[src/rtl/wake_alarm.sv]
module wake_alarm #(
  parameter int AW = 8,
  parameter int CW = 16
) (
  input  logic          clk,
  input  logic          rst_n,
  input  logic          tick_in,
  input  logic [AW-1:0] bus_addr,
  input  logic          bus_we,
  input  logic [31:0]   bus_wdata,
  output logic [31:0]   bus_rdata,
  output logic          irq
);
  localparam int PSW = 3;
  localparam int PDW = (1 << PSW) - 1;
  localparam logic [AW-1:0] OFS_CTRL = AW'(8'h00);
  localparam logic [AW-1:0] OFS_CNT  = AW'(8'h04);
  localparam logic [AW-1:0] OFS_MOD  = AW'(8'h08);
  localparam logic [AW-1:0] OFS_INIT = AW'(8'h4C);
  localparam logic [1:0]    SRC_TICK = 2'd2;

  logic [PSW-1:0] ps;
  logic [1:0]     cs;
  logic           ie, flag;
  logic [CW-1:0]  cnt, modv, init;
  logic [2:0]     tsync;
  logic [PDW-1:0] pre;

  wire [PDW-1:0] pmask   = ~({PDW{1'b1}} << ps);
  wire           run     = (cs == SRC_TICK);
  wire           rise    = tsync[1] & ~tsync[2];
  wire           pre_top = (pre & pmask) == pmask;
  wire           step    = run & rise & pre_top;
  wire           wrap    = step & (cnt == modv);
  wire           wr_ctrl = bus_we && bus_addr == OFS_CTRL;
  wire           wr_cnt  = bus_we && bus_addr == OFS_CNT;
  wire           wr_mod  = bus_we && bus_addr == OFS_MOD;
  wire           wr_init = bus_we && bus_addr == OFS_INIT;
  logic          unused_bits;

  assign unused_bits = ^{bus_wdata[31:8], bus_wdata[5]};
  assign irq = flag & ie;

  always_ff @(posedge clk) begin
    if (!rst_n) tsync <= '0;
    else        tsync <= {tsync[1:0], tick_in};
  end

  always_ff @(posedge clk) begin
    if (!rst_n || !run) pre <= '0;
    else if (rise)      pre <= pre_top ? '0 : pre + 1'b1;
  end

  always_ff @(posedge clk) begin
    if (!rst_n) begin
      ps <= '0;
      cs <= '0;
      ie <= 1'b0;
    end else if (wr_ctrl) begin
      ps <= bus_wdata[2:0];
      cs <= bus_wdata[4:3];
      ie <= bus_wdata[6];
    end
  end

  always_ff @(posedge clk) begin
    if (!rst_n)                          flag <= 1'b0;
    else if (wrap)                       flag <= 1'b1;
    else if (wr_ctrl && !bus_wdata[7])   flag <= 1'b0;
  end

  always_ff @(posedge clk) begin
    if (!rst_n)      cnt <= '0;
    else if (wr_cnt) cnt <= init;
    else if (step)   cnt <= wrap ? init : cnt + 1'b1;
  end

  always_ff @(posedge clk) begin
    if (!rst_n) begin
      modv <= '0;
      init <= '0;
    end else begin
      if (wr_mod)  modv <= bus_wdata[CW-1:0];
      if (wr_init) init <= bus_wdata[CW-1:0];
    end
  end

  always_comb begin
    case (bus_addr)
      OFS_CTRL: bus_rdata = {24'd0, flag, ie, 1'b0, cs, ps};
      OFS_CNT:  bus_rdata = 32'(cnt);
      OFS_MOD:  bus_rdata = 32'(modv);
      OFS_INIT: bus_rdata = 32'(init);
      default:  bus_rdata = '0;
    endcase
  end
endmodule

[config.mk]
export PLATFORM = sky130hd
export DESIGN_NAME = wake_alarm
export DESIGN_NICKNAME = d
export VERILOG_FILES = /design/src/rtl/wake_alarm.sv
export SDC_FILE = /design/constraint.sdc
export NUM_CORES = 1
export LEC_CHECK = 0
export BUFFER_PORTS_ARGS = -buffer_cell sky130_fd_sc_hd__buf_2
export CAP_MARGIN = 0
export CORE_MARGIN = 2
export CORE_UTILIZATION = 50
export DETAILED_ROUTE_END_ITERATION = 10
export HOLD_SLACK_MARGIN = 0.08
export PLACE_DENSITY = 0.76
export SLEW_MARGIN = 10
export SYNTH_ARGS = -nofsm -noshare
export SYNTH_HDL_FRONTEND = slang
export SYNTH_SLANG_ARGS = --single-unit
[constraint.sdc]
create_clock -name clk -period 3.7 [get_ports clk]
set_clock_uncertainty 0.2 [all_clocks]
set_input_delay 0.555 -clock clk [delete_from_list [all_inputs] [get_ports clk]]
set_output_delay 0.555 -clock clk [all_outputs]
set_load 0.005 [all_outputs]
Yosys cells after proc, flatten, opt, wreduce, memory -nomap -nowiden
Index checks and enable logic that the tools add are counted.
{ "totals": {"register_bits": 65, "out_inout_bits": 33, "elab_cells": 45} }
{ "classes": {"add_sub_neg": 2, "eq_ne": 6, "shift": 1, "mux": 7, "bitwise_logic": 8, "reduce_logical": 12} }
{ "ops": {"columns": ["operator", "n"], "rows": [
  ["16-bit case mux with 4 select lines", 1],
  ["16-bit two-way mux", 3],
  ["16-bit by 1-bit adder with 16-bit output (second input constant)", 1],
  ["16-bit equality test", 1],
  ["8-bit by 3-bit equality test with 1-bit output (second input constant)", 1],
  ["8-bit by 4-bit equality test with 1-bit output (second input constant)", 1],
  ["8-bit by 7-bit equality test with 1-bit output (second input constant)", 1],
  ["8-bit zero test", 1],
  ["7-bit by 1-bit adder with 7-bit output (second input constant)", 1],
  ["7-bit AND", 1],
  ["7-bit equality test", 1],
  ["7-bit two-way mux", 1],
  ["7-bit inverter", 1],
  ["7-bit by 3-bit << shifter with 7-bit output (first input constant)", 1],
  ["1-bit AND", 5],
  ["1-bit logical AND", 5],
  ["2-bit nonzero test", 2],
  ["1-bit zero test", 3],
  ["2-bit equality test (second input constant)", 1],
  ["1-bit two-way mux", 2],
  ["1-bit logical OR", 1],
  ["1-bit inverter", 1]
]} }

Longest topological paths before layout
Gate-level depths: netlist of the first run.
{ "logic_depth": {"depth_word": 9, "mapped_depth": 9, "ltp_nobuf": 8} }

Worst setup path before layout of the first run
No wires, ideal clock.
{ "synth_timing": {"kind": "input to output", "startpoint": "in bus_addr[7]", "endpoint": "out bus_rdata[2]", "t_arrival_ps": 2210, "required_time_ps": 2945, "path_slack_ps": 735, "cell_stages": 6, "path_buffers": 1, "cell_sequence": "or4_4 or3_4 nor3_1 buf_2 a222oi_1 nand2_1"} }
{ "synth_between": {"elab_chain_cells": 2} }
{ "synth_lines": {"columns": ["element", "line_no", "rtl"], "rows": [
  ["from (decl)", "8", "input logic [AW-1:0] bus_addr,"],
  ["8-bit by 7-bit equality test with 1-bit output (tied with other cells)", "89", "case (bus_addr)"],
  ["16-bit case mux with 4 select lines (*)", "89", null],
  ["to (decl)", "11", "output logic [31:0] bus_rdata,"]
]} }
Mark *: on every way between the ends. The rest lies on a longest branch, timed or not.

Final worst setup path of the first run
{ "layout_timing": {"startpoint": "in bus_addr[7]", "endpoint": "out bus_rdata[9]"} }
The elaborated chain is that of the path after synthesis.

==> summary.md, run 1 <==
| Metric | Value |
|---|---|
| Placed Area | between 3000 and 4000 um^2 |
| Post-layout util | 58.6% |
| CTS root buffer | clkbuf_8 |
| Leading area contributor after synthesis | dfxtp_1 |
| Slowest library cell on the worst path | or4_4 |
| Die area | just under 8000 um^2 |
| # hold bufs at CTS | 0 |
| Final wirelength | between 9000 and 10000 um |
| Worst path required time | just under 3 ns |
| Hold Path Class | primary input to register |
| Initial Utilization | between 50 and 60% |
| Post-synthesis sequential area ratio | 36.5% |
| DR vias | about 3.6k |
| Status | finished clean |
| Crit Path Max Fanout | 33 |
| Overall Global Routing Usage | 25.7% |
| Cts repair resizes | 0 |
| Sequence of cells on the critical path | buf_2 -> or4_4 -> or3_4 -> nor3b_4 -> buf_12 -> a222oi_1 -> inv_1 -> buf_2 |
| Hold Fails Final Rpt | 0 |
| Clk slew on worst S/H paths | ~0.070 ns |
| Fin nets | about 550 |
| Syn Area/Cell | 7.59 um^2 |
| FMAX | 314 MHz |
| Post-CTS Setup Inserts | 0 |
| Post-synth top area share | roughly 36% |
| First-pass GRT wire length | ~16000 um |
| Cells after Synth | 470 |
| Crit-path max cell delay | just under 0.6 ns |
| GP Congestion | a little under 0.9 |
| Maximum vdd drop | 0.255 mV |
| Fin crit share | a little under nine tenths |
| Grt ovf | 0 |
| # H-tree levels | 3 |
| FP Rows | 30 |
| Sw Share | 22.8% |
| Setup TNS | 0 ns |
| Share of post-route cells with drive strength above 1 | between 10% and 20% |
| Initial DRC count | around 440 |
| EDFF count, synth | 0 |
| Critical Path Most Common Cell | buf_2 |
| Pwr per Cell Area | roughly 340 nW/um^2 |
| Io pins | 77 |
| Antenna diode count | 0 |
| Combinational Power Share | under 10% |
| Delay-heaviest family, CP | simple AND/OR/NAND/NOR gates |
| Design area | around 4000 um^2 |
| Final hold slack | about 0.22 ns |
| TritonCTS clock tree | yes |
| Max Root-Sink Buffers | 2 |
| Arr. time, crit path | 2.43 ns |
| Async S/R FF share, synth | 0% |
| Core area | a little under 7000 um^2 |
| HPWL after DPL | 6910 um |
| Max cap viols | 0 |
| Skew-Pair Late Insertion Delay | ~0.35 ns |
| Initial antenna violation count | 0 |
| Setup CP Type | primary input to primary output |
| Sequential share of power | between 50% and 60% |
| Area contributors post-synth | dfxtp_1 36%, nand2_1 12%, a21oi_1 7.3%, xnor2_1 5.6%, nand3_1 4.9% |
| Yosys warns | 0 |
| Worst Tran Pin Value | just over 0.7 ns |
| Sink Count | 65 |
| RSZ-0062 raised after global routing | no |
| Largest net degree at the start of global routing | 34 |
| Total CTS buffers | 9 |
| Clk network pwr share | between 40 and 50% |
| Antenna-violating nets left | 0 |
| Most used DFF post-synth | dfxtp_1 |
| Internal | roughly 1.1 mW |
| Switching pwr | 0.314 mW |
| Avg WL per Cell | 16.3 um |
| Crit path buf inv count | 4 |
| DRC viols | 0 |
| DRT Pass-1 Iters | 5 |
| Critical Path End Type | primary output |
| Number of port buffers | 44 |
| Die Y | 88.5 um |
| Leakage power figure | around 1.5 nW |
| Final Setup Violations | 0 |
| Flops & latches, synth | 65 |
| Vias in the first global route | 3179 |
| Max_slew headroom | between 50% and 60% |
| CP Launch Type | primary input |
| Fin. max-slew vios | 0 |
| DIE WIDTH | just under 90 um |
| Synth cell types | 57 |
| Layout overhead on the synthesized area | 12.8% |
| Post-Syn Area | approximately 3600 um^2 |
| Minimum clock period | roughly 3.2 ns |
| DR vias/cell | roughly 6.0 |
==> per-layer routing <==
metal	wire length (um)	GRT usage, %	up-vias	part of all wire [%]
li1	-	-	1688	-
met1	4240	35.3	1703	43
met2	4540	38.5	196	46
met3	842	6.72	27	8.6
met4	207	10.3	0	2.1
met5	0	0	-	0
==> layout by cell type (no fill, tap or decap), drive strengths merged, types with 3 or more instances in the layout <==
cell and n:
nand2 111, dfxtp 65, a21oi 53, buf 53
nand3 35, nor2 24, xnor2 23, conb 16
clkbuf 12, nand4 11, a22oi 10, a222oi 9
nor3 7, o21ai 7, nand2b 6, inv 6
and2 6, nor4 5, and3 4, a211oi 4
xor2 3, o41ai 3, or3 3, a221oi 3
clkinv 3
==> power groups by stage <==
stage               combinational (mW)  clock (mW)  sequential [mW]
floorplan                       0.0421           0            0.718
global placement                0.0580           0            0.719
detailed placement              0.0593           0            0.719
CTS                             0.0595       0.617            0.703
global route                    0.0672       0.647            0.703
finish                          0.0610       0.613            0.703
==> worst paths after layout <==
kind | from | endpoint | slack, ns | depth (start not counted)
setup / recovery | bus_addr[7] | bus_rdata[9] | 0.52 | 8
hold / removal | tick_in | tsync[0] | 0.22 | 2
hold reg to reg | tsync[0] | tsync[1] | 0.24 | 1
setup reg to reg | tsync[1] | cnt[7] | 0.98 | 6
==> metrics by stage <==
stage          setup WS, ns  total power [mW]  instances
3_5_place_dp          0.538             0.778        590
3_3_place_gp          0.563             0.777        590
5_1_grt               0.442              1.42        605
2_1_floorplan         0.735             0.760        485
6_report              0.520              1.38        605
4_1_cts               0.532              1.38        605
==> cell usage after synthesis (3+ instances only) <==
master	number
inv_1	6
nand3_1	35
clkbuf_1	21
a222oi_1	9
xnor2_1	23
o21ai_0	6
nand4_1	11
buf_4	16
o41ai_1	3
nand2_1	111
buf_2	6
a21oi_1	52
nand2b_1	6
xor2_1	3
a22oi_1	10
nor3_1	7
and3_1	3
a211oi_1	3
nor2_1	23
dfxtp_1	65
and2_1	6
nor4_1	3
==> final cells by class <==
cell class	count	area, um^2
Clock inverter	3	40.0
Tap cell	96	120
Sequential cell	65	1300
Timing Repair Buffer	53	300
Fill cell	664	2840
Inverter	7	26.3
Multi-Input combinational cell	369	2080
Clock buffer	12	155
==> cells by family after synthesis <==
family	Yosys count	share of synthesized area, %
adders and majority gates	2	0.701
AOI/OAI and AO/OA	100	18.5
and+or+nand+nor	222	29.7
xor gates and xnor gates	26	6.38
other	1	0.105
DFF	65	36.5
buffers and inverters	51	7.26
muxes	3	0.877
==> registers in the layout, indices dropped and copies added (netlist names) <==
signal	cells
cnt	16
init	16
modv	16
pre	7
ps	3
tsync	3
cs	2
flag	1
ie	1
(Power assumes the default switching activity.)
==> run 2, diff against run 1 <==
==> constraint.sdc (replaced) <==
create_clock -name clk -period 3.7 [get_ports clk]
set_clock_uncertainty 0.2 [all_clocks]
set_input_delay 0.37 -clock clk [delete_from_list [all_inputs] [get_ports clk]]
set_output_delay 0.37 -clock clk [all_outputs]
set_load 0.005 [all_outputs]
==> run 2 against run 1 <==
Against the previous run: wire length decreased by 1.6%; final cell count is 1.2% higher; sequential cell count did not move; core utilization is 1.0 points higher; combinational power is 6.9% higher; total power down 0.14%; sequential share of layout area decreased by 0.55 points; first-iteration DRC count up 6.0%; via count fell by 0.50%.
==> summary.md, run 2 (synthesis gave the netlist of run 1 again) <==
| Metric | Value |
|---|---|
| DRC viols | 0 |
| Io pins | 77 |
| Minimum clock period | 3.07 ns |
| Status | finished clean |
| Post-CTS Setup Inserts | 0 |
| DR vias | ~3.6k |
| Max Root-Sink Buffers | 2 |
| CTS root buffer | clkbuf_8 |
| Pwr per Cell Area | approximately 340 nW/um^2 |
| Avg WL per Cell | 15.8 um |
| Worst path required time | about 3.1 ns |
| Top flop regs | cnt x16, init x16, modv x16 |
| Setup slack, reg-to-reg | ~1.1 ns |
| Largest net degree at the start of global routing | 34 |
| Setup TNS | 0 ns |
| Area of the multi-input gates | 2080 um^2 |
| Most frequent cells in the layout | 111 x nand2_1, 65 x dfxtp_1, 52 x a21oi_1, 44 x buf_2, 35 x nand3_1 |
| Post-layout util | between 50% and 60% |
| HP Start | bus_wdata[15] |
| Max cap viols | 0 |
| Fin crit share | between 80% and 90% |
| Arr. time, crit path | between 2 and 3 ns |
| FMAX | between 300 and 400 MHz |
| Die area | 7830 um^2 |
| Crit Path Max Fanout | 9 |
| TritonCTS clock tree | yes |
| Core area | about 6900 um^2 |
| Grt ovf | 0 |
| # H-tree levels | 3 |
| Layout overhead on the synthesized area | 14.8% |
| Total CTS buffers | 9 |
| Hold Path Class | primary input to register |
| DR vias/cell | between 5 and 6 |
| GP Congestion | 0.865 |
| Hold Fails Final Rpt | 0 |
| Commonest non-fill, non-tap cell in the layout | nand2_1 |
| Initial DRC count | between 400 and 500 |
| CP Launch Point | bus_addr[7] |
| Overall Global Routing Usage | between 20% and 30% |
| Clk slew on worst S/H paths | about 0.07 ns |
| DIE WIDTH | around 88 um |
| Hold path depth | 3 |
| Origin of the critical flop-to-flop path | tsync[1] |
| Worst Reg2Reg Path Length in Cells | 6 |
| Initial Utilization | between 50% and 60% |
| RSZ-0062 raised after global routing | no |
| # hold bufs at CTS | 7 |
| Share of post-route cells with drive strength above 1 | between 10% and 20% |
| # fillers | about 640 |
| HPWL after DPL | 6800 um |
| Antenna diode count | 0 |
| R2r endpoint | cnt[7] |
| Final Setup Violations | 0 |
| Critical Path End Type | primary output |
| Setup CP Type | primary input to primary output |
| Maximum vdd drop | 0.269 mV |
| Final wirelength | between 9000 and 10000 um |
| Leakage power figure | roughly 1.5 nW |
| Cts repair resizes | 0 |
| Sink Count | 65 |
| Number of port buffers | 44 |
| DRT Pass-1 Iters | 6 |
| Hold EP | init[15] |
| Max_slew headroom | about 58% |
| Initial antenna violation count | 0 |
| FP Rows | 30 |
| Skew-Pair Late Insertion Delay | between 0.3 and 0.4 ns |
| Total power | 1.37 mW |
| First-pass GRT wire length | 16100 um |
| Sequential cell area | 1300 um^2 |
| Worst Tran Pin Value | 0.632 ns |
| Vias in the first global route | 3326 |
| Antenna-violating nets left | 0 |
| Die Y | slightly below 90 um |
| CP Launch Type | primary input |
| Fin nets | roughly 560 |
| Fin. max-slew vios | 0 |
run 2: how the worst max path moves through the flow:
| stage | to | slack, ns | cells past startpoint |
|---|---|---|---|
| after detailed placement | modv[10] | 0.62 | 7 |
| final | bus_rdata[6] | 0.63 | 8 |
| after global placement | modv[0] | 0.61 | 7 |
| after floorplan | bus_rdata[2] | 1.11 | 6 |
| after CTS | bus_rdata[3] | 0.64 | 8 |
| after global routing | bus_rdata[3] | 0.56 | 8 |
run 2: through the flow:
stage	cell area, um^2	hold WS [ns]	cells	worst slack [ns]
global route	4100	0.0982	612	0.564
floorplan	3620	0.212	485	1.11
global placement	3830	0.233	590	0.607
detailed placement	3830	0.240	590	0.620
CTS	4100	0.0804	612	0.639
finish	4100	0.0869	612	0.630
run 2: final cells by class:
cell class | count | area share, %
multi-input combinational | 369 | 50.8
sequential | 65 | 31.8
timing repair buffer | 60 | 9.04
clock buffer | 12 | 3.79
tap | 96 | 2.93
clock inverter | 3 | 0.978
inverter | 7 | 0.642
run 2: power breakdown:
part / switching [mW] / internal, mW / total [mW]
Clock: 0.265 / 0.342 / 0.607
Sequential: 0.00125 / 0.701 / 0.703
Combinational: 0.0416 / 0.0236 / 0.0652
run 2: critical path, stage by stage:
cell and delay, ns:
buf_2 0.10, or4_4 0.58, or3_4 0.38, nor3b_4 0.53
buf_4 0.27, a222oi_1 0.07, nand2_1 0.08, buf_2 0.11
run 2: layer usage:
layer	global-route usage [%]	vias to the layer above	part of all wire, %
li1	-	1706	-
met1	37.1	1656	43
met4	11.8	0	2.9
met3	3.64	33	8.6
met5	0	-	0
met2	40.3	201	45
==> run 3, diff against run 2 <==
--- a/config.mk
+++ b/config.mk
@@ -8,10 +8,10 @@
 export BUFFER_PORTS_ARGS = -buffer_cell sky130_fd_sc_hd__buf_2
 export CAP_MARGIN = 0
 export CORE_MARGIN = 2
-export CORE_UTILIZATION = 50
+export CORE_UTILIZATION = 49
 export DETAILED_ROUTE_END_ITERATION = 10
 export HOLD_SLACK_MARGIN = 0.08
-export PLACE_DENSITY = 0.76
+export PLACE_DENSITY = 0.78
 export SLEW_MARGIN = 10
 export SYNTH_ARGS = -nofsm -noshare
 export SYNTH_HDL_FRONTEND = slang
==> constraint.sdc (replaced) <==
create_clock -name clk -period 2.5 [get_ports clk]
set_clock_uncertainty 0.2 [all_clocks]
set_input_delay 0.25 -clock clk [delete_from_list [all_inputs] [get_ports clk]]
set_output_delay 0.25 -clock clk [all_outputs]
set_load 0.005 [all_outputs]
==> run 3 against run 2 <==
Against the previous run: clock power grew 71%; sequential power is 48% higher; setup slack got worse by 0.61 ns; combinational power up 83%; register-to-register slack worse by 1.0 ns; largest power group unchanged; core utilization rose by 3.1 points; wire length grew 9.8%.
==> summary.md, run 3 (synthesis gave the netlist of run 1 again) <==
| Metric | Value |
|---|---|
| Combinational Power Share | 5.4% |
| HPWL after DPL | just under 7000 um |
| Critical Path Most Common Cell | buf_6 |
| Fin. max-slew vios | 0 |
| Leakage power figure | about 1.7 nW |
| Top flop regs | cnt x16, init x16, modv x16 |
| Total power | 2.20 mW |
| Setup CP Type | primary input to primary output |
| DR vias | 3769 |
| CTS root buffer | clkbuf_8 |
| Sequence of cells on the critical path | buf_6 -> or4_4 -> or3_4 -> nor3b_4 -> buf_6 -> buf_12 -> a222oi_1 -> nand2_1 -> buf_2 |
| Status | finished clean |
| Maximum vdd drop | around 0.46 mV |
| Total CTS buffers | 9 |
| Max_slew headroom | between 60% and 70% |
| Post-layout util | approximately 63% |
| Origin of the critical flop-to-flop path | cnt[1] |
| Minimum clock period | between 2 and 2.5 ns |
| Commonest non-fill, non-tap cell in the layout | nand2_1 |
| Avg WL per Cell | around 16 um |
| Antenna-violating nets left | 0 |
| Hold Path Class | primary input to register |
| Number of port buffers | 44 |
| Final wirelength | 10600 um |
| Critical Path End Type | primary output |
| Clk slew on worst S/H paths | roughly 0.060 ns |
| Die area | approximately 8000 um^2 |
| Setup slack, reg-to-reg | around 0.090 ns |
| Largest net degree at the start of global routing | 52 |
| Worst Tran Pin Value | ~0.58 ns |
| Switching pwr | a little under 0.5 mW |
| Die Y | between 80 and 90 um |
| Crit path to | bus_rdata[6] |
| CP Launch Type | primary input |
| Initial DRC count | just over 500 |
| First-pass GRT wire length | ~16000 um |
| Most frequent cells in the layout | 111 x nand2_1, 65 x dfxtp_1, 52 x a21oi_1, 42 x buf_2, 35 x nand3_1 |
| Overall Global Routing Usage | between 20% and 30% |
| Vias in the first global route | 3254 |
| Sw Share | between 20% and 30% |
| RSZ-0062 raised after global routing | yes |
| DRC viols | 0 |
| Share of post-route cells with drive strength above 1 | between 10% and 20% |
| Crit Path Max Fanout | 8 |
| Fin crit share | 99.3% |
| R2r endpoint | cnt[14] |
| Clk network pwr share | between 40% and 50% |
| Worst Reg2Reg Path Length in Cells | 8 |
| TritonCTS clock tree | yes |
| CP Launch Point | bus_addr[7] |
| Arr. time, crit path | 2.03 ns |
| DR vias/cell | between 5 and 6 |
| Max Root-Sink Buffers | 2 |
| FMAX | between 400 and 500 MHz |
| Sink Count | 65 |
| Core area | ~7100 um^2 |
| FP Rows | 31 |
| DRT Pass-1 Iters | 9 |
| Max cap viols | 0 |
| Final WS setup | 0.0181 ns |
| Pwr per Cell Area | ~500 nW/um^2 |
| Fin nets | 590 |
| Layout overhead on the synthesized area | 25.4% |
| Final Setup Violations | 0 |
| Initial Utilization | about 50% |
| Hold Fails Final Rpt | 0 |
| Post-place setup slack | -0.0904 ns |
| Slowest library cell on the worst path | or4_4 |
| Grt ovf | 0 |
| Antenna diode count | 0 |
| Sequential share of power | 47.2% |
| Worst path required time | 2.05 ns |
| Io pins | slightly below 80 |
| # fillers | ~630 |
| # H-tree levels | 3 |
| Skew-Pair Late Insertion Delay | 0.35 ns |
| Crit-path max cell delay | about 0.52 ns |
| Internal | around 1.7 mW |
| Initial antenna violation count | 0 |
| GP Congestion | 0.907 |
| DIE WIDTH | 89.3 um |
-- run 3: repair_timing --
action / 4_1_cts / 5_1_grt
setup endpoints to repair: 0 / 7
hold buffers: 19 / 0
gates resized for setup: 0 / 5
setup buffers: 0 / 3
endpoints found under the hold margin: 46 / 0
-- run 3: worst min path at each step --
stage / from / end / slack, ns / cells past startpoint
after CTS: bus_addr[3] / cnt[6] / 0.15 / 3
final: bus_addr[3] / cnt[6] / 0.15 / 3
after global routing: bus_addr[3] / cnt[6] / 0.18 / 3
after global placement: tsync[0] / tsync[1] / 0.22 / 1
after detailed placement: tsync[0] / tsync[1] / 0.22 / 1
after floorplan: tick_in / tsync[0] / 0.18 / 1
-- run 3: power by group through the flow --
| stage | sequential [mW] | combinational (mW) | clock [mW] |
|---|---|---|---|
| global placement | 1.06 | 0.0873 | 0 |
| detailed placement | 1.06 | 0.0888 | 0 |
| finish | 1.04 | 0.119 | 1.04 |
| floorplan | 1.06 | 0.0623 | 0 |
| CTS | 1.04 | 0.112 | 1.04 |
| global route | 1.04 | 0.130 | 1.08 |
-- run 3: area by class of cell --
class | count | area [um^2] | area share, %
multi-input combinational | 369 | 2090 | 46.7
sequential | 65 | 1300 | 29.1
timing repair buffer | 92 | 704 | 15.7
clock buffer | 12 | 155 | 3.47
tap | 99 | 124 | 2.77
clock inverter | 4 | 75.1 | 1.68
inverter | 7 | 26.3 | 0.587
-- run 3: routing by layer --
| metal | GRT usage (%) | wire [um] | vias to the layer above |
|---|---|---|---|
| met5 | 0 | 0 | - |
| met4 | 8.28 | 177 | 0 |
| met3 | 5.72 | 1030 | 23 |
| met2 | 43.0 | 5170 | 244 |
| met1 | 35.8 | 4250 | 1736 |
| li1 | - | - | 1766 |
-- run 3: worst max-delay path, delay by kind of cell --
family          cells  cell delay (ns)
compound gates      1             0.09
simple gates        4             1.20
buf+inv             4             0.48
-- run 3: stage by stage --
step / hold WS, ns / TNS, ns / instance area [um^2] / cells
6_report: 0.150 / 0 / 4470 / 648
5_1_grt: 0.180 / -0.0961 / 4470 / 648
4_1_cts: 0.147 / 0 / 4380 / 643
3_5_place_dp: 0.219 / -0.203 / 3960 / 608
3_3_place_gp: 0.222 / -0.101 / 3960 / 608
2_1_floorplan: 0.177 / 0 / 3620 / 485
